## src/rtl/wdt_pkg.sv

```systemverilog
// Shared definitions for the watchdog: register indices, feed keys and
// control-bit positions. Assumes a two-bit word index on the bus.
package wdt_pkg;
    localparam int REG_AW = 2;

    typedef enum logic [REG_AW-1:0] {
        REG_CTRL   = 2'd0,
        REG_RELOAD = 2'd1,
        REG_FEED   = 2'd2,
        REG_COUNT  = 2'd3
    } wdt_reg_e;

    localparam logic [7:0] FEED_FIRST  = 8'hAA;
    localparam logic [7:0] FEED_SECOND = 8'h55;

    localparam int CTRL_EN_BIT   = 0;
    localparam int CTRL_RST_BIT  = 1;
    localparam int CTRL_FLAG_BIT = 2;
    localparam int CTRL_ACT_BIT  = 3;
endpackage

```

## src/rtl/wdt_prescale.sv

```systemverilog
// Divides the clock by DIV into a one-cycle tick while run is high.
// Assumes restart aligns the phase so the first tick follows DIV clocks.
module wdt_prescale #(
    parameter int DIV = 4
) (
    input  logic clk,
    input  logic rst_n,
    input  logic run,
    input  logic restart,
    output logic tick
);
    localparam int PW = (DIV > 1) ? $clog2(DIV) : 1;
    localparam logic [PW-1:0] LAST = PW'(DIV - 1);

    logic [PW-1:0] phase;

    // Phase counter: cleared on reset, restart or idle, wraps at DIV-1.
    always_ff @(posedge clk) begin
        if (!rst_n || restart || !run) begin
            phase <= '0;
        end else if (phase == LAST) begin
            phase <= '0;
        end else begin
            phase <= phase + PW'(1);
        end
    end

    assign tick = run && (phase == LAST);

    generate
        if (DIV > 1) begin : g_chk
            p_tick_gap_r4: assert property (@(posedge clk) disable iff (!rst_n)
                tick |=> !tick)
                else $error("tick repeated on consecutive cycles");
        end
    endgenerate
endmodule

```

## src/rtl/wdt_feed_seq.sv

```systemverilog
// Tracks the two-byte feed key across consecutive bus accesses and
// reports a good or bad sequence in the cycle of the deciding access.
// Assumes acc marks every bus access and feed_wr a write to the feed slot.
module wdt_feed_seq
    import wdt_pkg::*;
(
    input  logic       clk,
    input  logic       rst_n,
    input  logic       acc,
    input  logic       feed_wr,
    input  logic [7:0] wbyte,
    output logic       good,
    output logic       bad
);
    logic seen_first, seen_nxt;

    // Decide the outcome of this access and the next tracking state.
    always_comb begin
        good     = 1'b0;
        bad      = 1'b0;
        seen_nxt = seen_first;
        if (acc) begin
            if (seen_first) begin
                seen_nxt = 1'b0;
                if (feed_wr && wbyte == FEED_SECOND) good = 1'b1;
                else                                 bad  = 1'b1;
            end else if (feed_wr) begin
                if (wbyte == FEED_FIRST) seen_nxt = 1'b1;
                else                     bad      = 1'b1;
            end
        end
    end

    // Hold whether the first key byte was the latest access.
    always_ff @(posedge clk) begin
        if (!rst_n) seen_first <= 1'b0;
        else        seen_first <= seen_nxt;
    end

    p_half_from_first_r6: assert property (@(posedge clk) disable iff (!rst_n)
        seen_first |-> $past(acc && feed_wr && wbyte == FEED_FIRST))
        else $error("half-sequence state without a first key write");
endmodule

```

## src/rtl/wdt_count.sv

```systemverilog
// Down counter with a floor on the loaded value; flags expiry on the
// tick that takes the count to zero. Assumes load and run come from the top.
module wdt_count #(
    parameter int CW       = 32,
    parameter int MIN_LOAD = 256
) (
    input  logic          clk,
    input  logic          rst_n,
    input  logic          load,
    input  logic [CW-1:0] load_val,
    input  logic          run,
    input  logic          tick,
    output logic [CW-1:0] value,
    output logic          expire
);
    localparam logic [CW-1:0] FLOOR = CW'(MIN_LOAD);
    localparam logic [CW-1:0] ONE   = CW'(1);

    logic [CW-1:0] clamped;

    assign clamped = (load_val < FLOOR) ? FLOOR : load_val;
    assign expire  = run && tick && !load && (value <= ONE);

    // Count register: load wins, then one step per tick while running.
    always_ff @(posedge clk) begin
        if (!rst_n) begin
            value <= '0;
        end else if (load) begin
            value <= clamped;
        end else if (run && tick) begin
            value <= (value <= ONE) ? '0 : value - ONE;
        end
    end

    p_floor_r3: assert property (@(posedge clk) disable iff (!rst_n)
        load |=> value >= FLOOR)
        else $error("loaded count below floor");
    p_step_r4: assert property (@(posedge clk) disable iff (!rst_n)
        (run && tick && !load && value > ONE) |=> value == $past(value) - ONE)
        else $error("count step wrong");
    p_hold_r10: assert property (@(posedge clk) disable iff (!rst_n)
        (!run && !load) |=> $stable(value))
        else $error("count moved while stopped");
endmodule

```

## src/rtl/wdt_guard.sv

```systemverilog
// Watchdog top: register file, sticky enable, mode latching on feed,
// fault handling. Assumes single-cycle bus accesses and that the chip
// reset logic consumes wdt_rst_req.
module wdt_guard
    import wdt_pkg::*;
#(
    parameter int CNT_W      = 32,
    parameter int PRESCALE   = 4,
    parameter int MIN_RELOAD = 256
) (
    input  logic              clk,
    input  logic              rst_n,
    input  logic              bus_valid,
    input  logic              bus_write,
    input  logic [REG_AW-1:0] bus_addr,
    input  logic [CNT_W-1:0]  bus_wdata,
    output logic [CNT_W-1:0]  bus_rdata,
    output logic              wdt_irq,
    output logic              wdt_rst_req
);
    logic en_q, rst_cfg_q, rst_act_q, active_q, flag_q, rst_req_q;
    logic [CNT_W-1:0] reload_q, count;
    logic wr_ctrl, wr_reload, wr_feed;
    logic feed_good, feed_bad, arm, fault, tick, expire;

    assign wr_ctrl   = bus_valid && bus_write && (bus_addr == REG_CTRL);
    assign wr_reload = bus_valid && bus_write && (bus_addr == REG_RELOAD);
    assign wr_feed   = bus_valid && bus_write && (bus_addr == REG_FEED);

    wdt_feed_seq u_seq (
        .clk     (clk),
        .rst_n   (rst_n),
        .acc     (bus_valid),
        .feed_wr (wr_feed),
        .wbyte   (bus_wdata[7:0]),
        .good    (feed_good),
        .bad     (feed_bad)
    );

    assign arm   = feed_good && en_q;
    assign fault = active_q && (expire || feed_bad);

    wdt_prescale #(.DIV(PRESCALE)) u_pre (
        .clk     (clk),
        .rst_n   (rst_n),
        .run     (active_q),
        .restart (arm),
        .tick    (tick)
    );

    wdt_count #(.CW(CNT_W), .MIN_LOAD(MIN_RELOAD)) u_cnt (
        .clk      (clk),
        .rst_n    (rst_n),
        .load     (arm),
        .load_val (reload_q),
        .run      (active_q),
        .tick     (tick),
        .value    (count),
        .expire   (expire)
    );

    // Enable: set-only from software, cleared by a reset-mode fault.
    always_ff @(posedge clk) begin
        if (!rst_n)                   en_q <= 1'b0;
        else if (fault && rst_act_q)  en_q <= 1'b0;
        else if (wr_ctrl && bus_wdata[CTRL_EN_BIT]) en_q <= 1'b1;
    end

    // Requested mode and reload constant, freely written by software.
    always_ff @(posedge clk) begin
        if (!rst_n) begin
            rst_cfg_q <= 1'b0;
            reload_q  <= '1;
        end else begin
            if (wr_ctrl)   rst_cfg_q <= bus_wdata[CTRL_RST_BIT];
            if (wr_reload) reload_q  <= bus_wdata;
        end
    end

    // Active state and latched mode: armed by a valid feed, dropped on fault.
    always_ff @(posedge clk) begin
        if (!rst_n) begin
            active_q  <= 1'b0;
            rst_act_q <= 1'b0;
        end else if (fault) begin
            active_q  <= 1'b0;
        end else if (arm) begin
            active_q  <= 1'b1;
            rst_act_q <= rst_cfg_q;
        end
    end

    // Sticky flag and one-cycle reset request.
    always_ff @(posedge clk) begin
        if (!rst_n) begin
            flag_q    <= 1'b0;
            rst_req_q <= 1'b0;
        end else begin
            rst_req_q <= fault && rst_act_q;
            if (fault)                                    flag_q <= 1'b1;
            else if (wr_ctrl && bus_wdata[CTRL_FLAG_BIT]) flag_q <= 1'b0;
        end
    end

    // Read mux, combinational on the address.
    always_comb begin
        bus_rdata = '0;
        case (wdt_reg_e'(bus_addr))
            REG_CTRL: begin
                bus_rdata[CTRL_EN_BIT]   = en_q;
                bus_rdata[CTRL_RST_BIT]  = rst_cfg_q;
                bus_rdata[CTRL_FLAG_BIT] = flag_q;
                bus_rdata[CTRL_ACT_BIT]  = active_q;
            end
            REG_RELOAD: bus_rdata = reload_q;
            REG_COUNT:  bus_rdata = count;
            default:    bus_rdata = '0;
        endcase
    end

    assign wdt_irq     = flag_q;
    assign wdt_rst_req = rst_req_q;

    p_en_sticky_r2: assert property (@(posedge clk) disable iff (!rst_n)
        (en_q && !(fault && rst_act_q)) |=> en_q)
        else $error("enable dropped without a reset fault");
    p_arm_needs_en_r7: assert property (@(posedge clk) disable iff (!rst_n)
        $rose(active_q) |-> $past(en_q && feed_good))
        else $error("became active without enable and feed");
    p_flag_hold_r8: assert property (@(posedge clk) disable iff (!rst_n)
        (flag_q && !(wr_ctrl && bus_wdata[CTRL_FLAG_BIT])) |=> flag_q)
        else $error("flag cleared without software");
    p_rst_pulse_r9: assert property (@(posedge clk) disable iff (!rst_n)
        wdt_rst_req |=> !wdt_rst_req)
        else $error("reset request longer than one cycle");
    p_fault_stops_r10: assert property (@(posedge clk) disable iff (!rst_n)
        fault |=> (!active_q && flag_q))
        else $error("fault did not stop the watchdog");
endmodule

```

## config.mk

```make
export PLATFORM = sky130hd
export DESIGN_NAME = wdt_guard
export DESIGN_NICKNAME = d
export VERILOG_FILES = /design/src/rtl/wdt_pkg.sv /design/src/rtl/wdt_prescale.sv /design/src/rtl/wdt_feed_seq.sv /design/src/rtl/wdt_count.sv /design/src/rtl/wdt_guard.sv
export SDC_FILE = /design/constraint.sdc
export NUM_CORES = 1
export LEC_CHECK = 0
export BUFFER_PORTS_ARGS = -buffer_cell sky130_fd_sc_hd__buf_2
export CORE_MARGIN = 2
export CORE_UTILIZATION = 33
export DETAILED_ROUTE_END_ITERATION = 7
export PLACE_DENSITY = 0.6
export SLEW_MARGIN = 20
export SYNTH_ARGS = -nofsm -noshare
export SYNTH_HDL_FRONTEND = slang
export SYNTH_SLANG_ARGS = --single-unit
```

## constraint.sdc

```tcl
create_clock -name clk -period 3.45 [get_ports clk]
set_clock_uncertainty 0.05 [all_clocks]
set_input_delay 0 -clock clk [delete_from_list [all_inputs] [get_ports clk]]
set_output_delay 0 -clock clk [all_outputs]
set_load 0.01 [all_outputs]
```

==> metrics.md <==
| Metric | Value |
|---|---|
| Worst path bufs/invs | `1` |
| Post-synth EDFFs | `0` |
| Final HPWL DP | `9040 um` |
| Worst EP arrival | `just under 3 ns` |
| Setup tns final | `0 ns` |
| Top delay family on crit path | `simple AND/OR/NAND/NOR gates` |
| Share of layout cells above drive strength 1 | `17.5%` |
| Net Sw Power | `between 400 and 500 uW` |
| Initial antenna violation count | `0` |
| First-pass GRT wire length | `21,700 um` |
| Switching portion of total power | `22.1%` |
| Fin crit period | `2.78 ns` |
| CP max FO | `28` |
| P_int | `1650 uW` |
| Post-cts resize count | `0` |
| DRC viols | `0` |
| Clock share of power | `49.7%` |
| Flop pwr share | `41.1%` |
| Worst-path clk slew | `0.06 ns` |
| Final ANT Viol Nets | `0` |
| Core Region | `0.0131 mm2` |
| Initial Util | `33.4%` |
| CP Class | `register to register` |
| CTS H-tree depth | `3` |
| Seq/Total Area, Yosys | `33.4%` |
| Synthesis warning total | `0` |
| First-pass DRT Iterations | `6` |
| Slew HR | `between 30% and 40%` |
| CTS root buffer | `clkbuf_16` |
| Crit path cell chain | `nor4_1 -> buf_4 -> nand4_1 -> or3_1 -> a31oi_1 -> a21oi_1` |
| Height of the chip | `119 um` |
| Commonest non-fill, non-tap cell in the layout | `nand2_1` |
| Final Routed Wirelength | `13,400 um` |
| Critical Path RT | `3.60 ns` |
| Lkg Pwr | `roughly 0.0023 uW` |
| RSZ-0062 raised after global routing | `false` |
| Status | `finished, final reports clean` |
| TritonCTS buffer count | `9` |
| Die area | `between 0.01 and 0.015 mm2` |
| Clock latency on the worst-skew pair | `0.33 ns` |
| Comb pwr share | `9.1%` |
| Slowest CP cell | `or3_1` |
| Unique cell type count in the Yosys netlist | `61` |
| Clock Path Buffers | `2` |
| Area grow syn2layout | `25.7%` |
| Number of global-route vias before repair | `4,389` |
| Syn_nets | `589` |
| DP Cell Count | `763` |
| CP startpoint kind | `register` |
| # IOs | `72` |
| Final cell count without fillers | `just over 800` |
| CP endpoint kind | `register` |
| Power Density | `387 mW/mm2` |
| Worst hold path type | `input pin to register` |
| Total track usage | `18.8%` |
| Cell count after synthesis | `548` |
| Maximum VDD drop | `245 uV` |
| Antenna diodes | `0` |
| Vias/cell | `5.51` |
| Gr ovfl total | `0` |
| WL per Instance | `16.5 um` |
| Most frequent cells in the layout | `nand2_1, dfxtp_1, buf_2, nand3_1, mux2i_1` |
| Clock sinks | `73` |
| Number of buffers added on ports | `71` |
| Maximum number of pins on one net before global-route repair | `42` |
| Final hold viol count | `0` |
| Slew @ Worst Pin | `1.05 ns` |
| Final worst path period share | `between 80% and 90%` |
| Rows | `42` |
| Endpoints failing setup | `0` |
| Synth Cell Area | `0.00437 mm2` |
| Critical Path Max Stage Delay | `0.90 ns` |
| Max Cap Viol | `0` |
| Peak Freq | `360 MHz` |
| NumNets Final | `671` |
| Synth Flop Type | `dfxtp_1` |
| Initial DRC Count | `~290` |
| Fin. max-slew vios | `0` |
| Synth async-reset ratio | `0%` |
| Via count | `4,462` |
| Syn Area/Cell | `7.97 um2` |
| Gp weighted congestion | `around 0.85` |
| Register bit total from synthesis | `73` |
| Die W | `between 100 and 150 um` |
| CTS tree | `done` |
[routing by layer]
layer	share of wire (%)	GRT usage [%]
met4	2.8	7.29
met2	48	31.4
met3	5.1	3.88
met1	45	23.8
met5	0	0
[area by class of cell]
| cell class | count | area, um2 |
|---|---|---|
| clock buffer | 10 | 229 |
| clock inverter | 5 | 105 |
| fill | 1344 | 7590 |
| inverter | 5 | 18.8 |
| multi-input combinational | 424 | 2680 |
| sequential | 73 | 1460 |
| tap | 176 | 220 |
| timing repair buffer | 117 | 781 |
[cell usage after synthesis, types with 4 or more instances]
cell type	count	share of area (%)
a21oi_1	25	2.9
a22oi_1	18	3.1
a31oi_1	10	1.4
buf_1	4	0.34
buf_2	8	0.92
buf_6	5	1.3
clkbuf_1	27	2.3
dfxtp_1	73	33
inv_1	4	0.34
mux2i_1	34	7.8
nand2_1	91	7.8
nand3_1	63	7.2
nand3b_1	4	0.69
nand4_1	5	0.72
nand4b_1	4	0.80
nor2_1	15	1.3
nor2b_1	28	4.0
nor3_1	9	1.0
nor3b_1	4	0.69
nor4_1	22	3.2
o211ai_1	12	2.1
o21a_1	5	0.86
o21ai_0	7	0.80
o31a_1	7	1.4
or3_1	6	0.86
xnor2_1	4	0.80
xor2_1	4	0.80
[timing repair]
action,4_1_cts,5_1_grt
setup buffers,0,0
hold endpoints to repair,34,0
hold buffers,32,0
[flip-flops by register name, summed over array words and instances, names as in the netlist]
signal,flops
active_q,1
wdt_rst_req,1
wdt_irq,1
rst_cfg_q,1
u_seq.seen_first,1
rst_act_q,1
reload_q,32
u_cnt.value,32
en_q,1
u_pre.phase,2
[kinds of logic after synthesis]
| group | after synthesis | share of synthesized area, % |
|---|---|---|
| buf+inv | 51 | 5.58 |
| simple gates | 273 | 33.6 |
| mux | 34 | 7.79 |
| flops | 73 | 33.4 |
| xor+xnor | 8 | 1.60 |
| compound gates | 106 | 17.1 |
| fa+ha+maj | 3 | 0.859 |
[final timing paths]
check / from / to / slack, ns / cells past startpoint
worst max-delay path: u_cnt.value[4]$_SDFFE_PN0P_ / u_cnt.value[11]$_SDFFE_PN0P_ / 0.67 / 6
worst min-delay path: bus_valid / u_seq.seen_first$_SDFFE_PN0P_ / 0.01 / 3
worst max register to register: u_cnt.value[4]$_SDFFE_PN0P_ / u_cnt.value[11]$_SDFFE_PN0P_ / 0.67 / 6
worst min register to register: u_pre.phase[0]$_SDFF_PP0_ / u_pre.phase[0]$_SDFF_PP0_ / 0.40 / 1
[metrics by stage]
| step | worst slack, ns | power, uW | util (%) | hold slack (ns) | area (um2) |
|---|---|---|---|---|---|
| after CTS | 0.702 | 2150 | 42.0 | 0.00605 | 5490 |
| final | 0.674 | 2120 | 42.0 | 0.0147 | 5490 |
| after detailed placement | 0.718 | 1060 | 37.0 | 0.162 | 4840 |
| after global routing | 0.563 | 2200 | 42.0 | 0.0397 | 5490 |
| after floorplan | 1.37 | 984 | - | 0.0727 | 4370 |
| after global placement | 0.773 | 1060 | 37.0 | 0.158 | 4840 |
[power groups by stage]
stage | Combinational, uW | Clock [uW] | Sequential [uW]
2_1_floorplan | 99.4 | 0 | 885
3_3_place_gp | 166 | 0 | 891
3_5_place_dp | 168 | 0 | 892
4_1_cts | 195 | 1080 | 873
5_1_grt | 214 | 1110 | 875
6_report | 194 | 1060 | 874
[tightest hold or removal path, cell delays in order]
cell and delay [ns]:
buf_2 0.15, nor2_1 0.09, o21a_1 0.13
No activity file was read; power rests on OpenSTA's default activity.
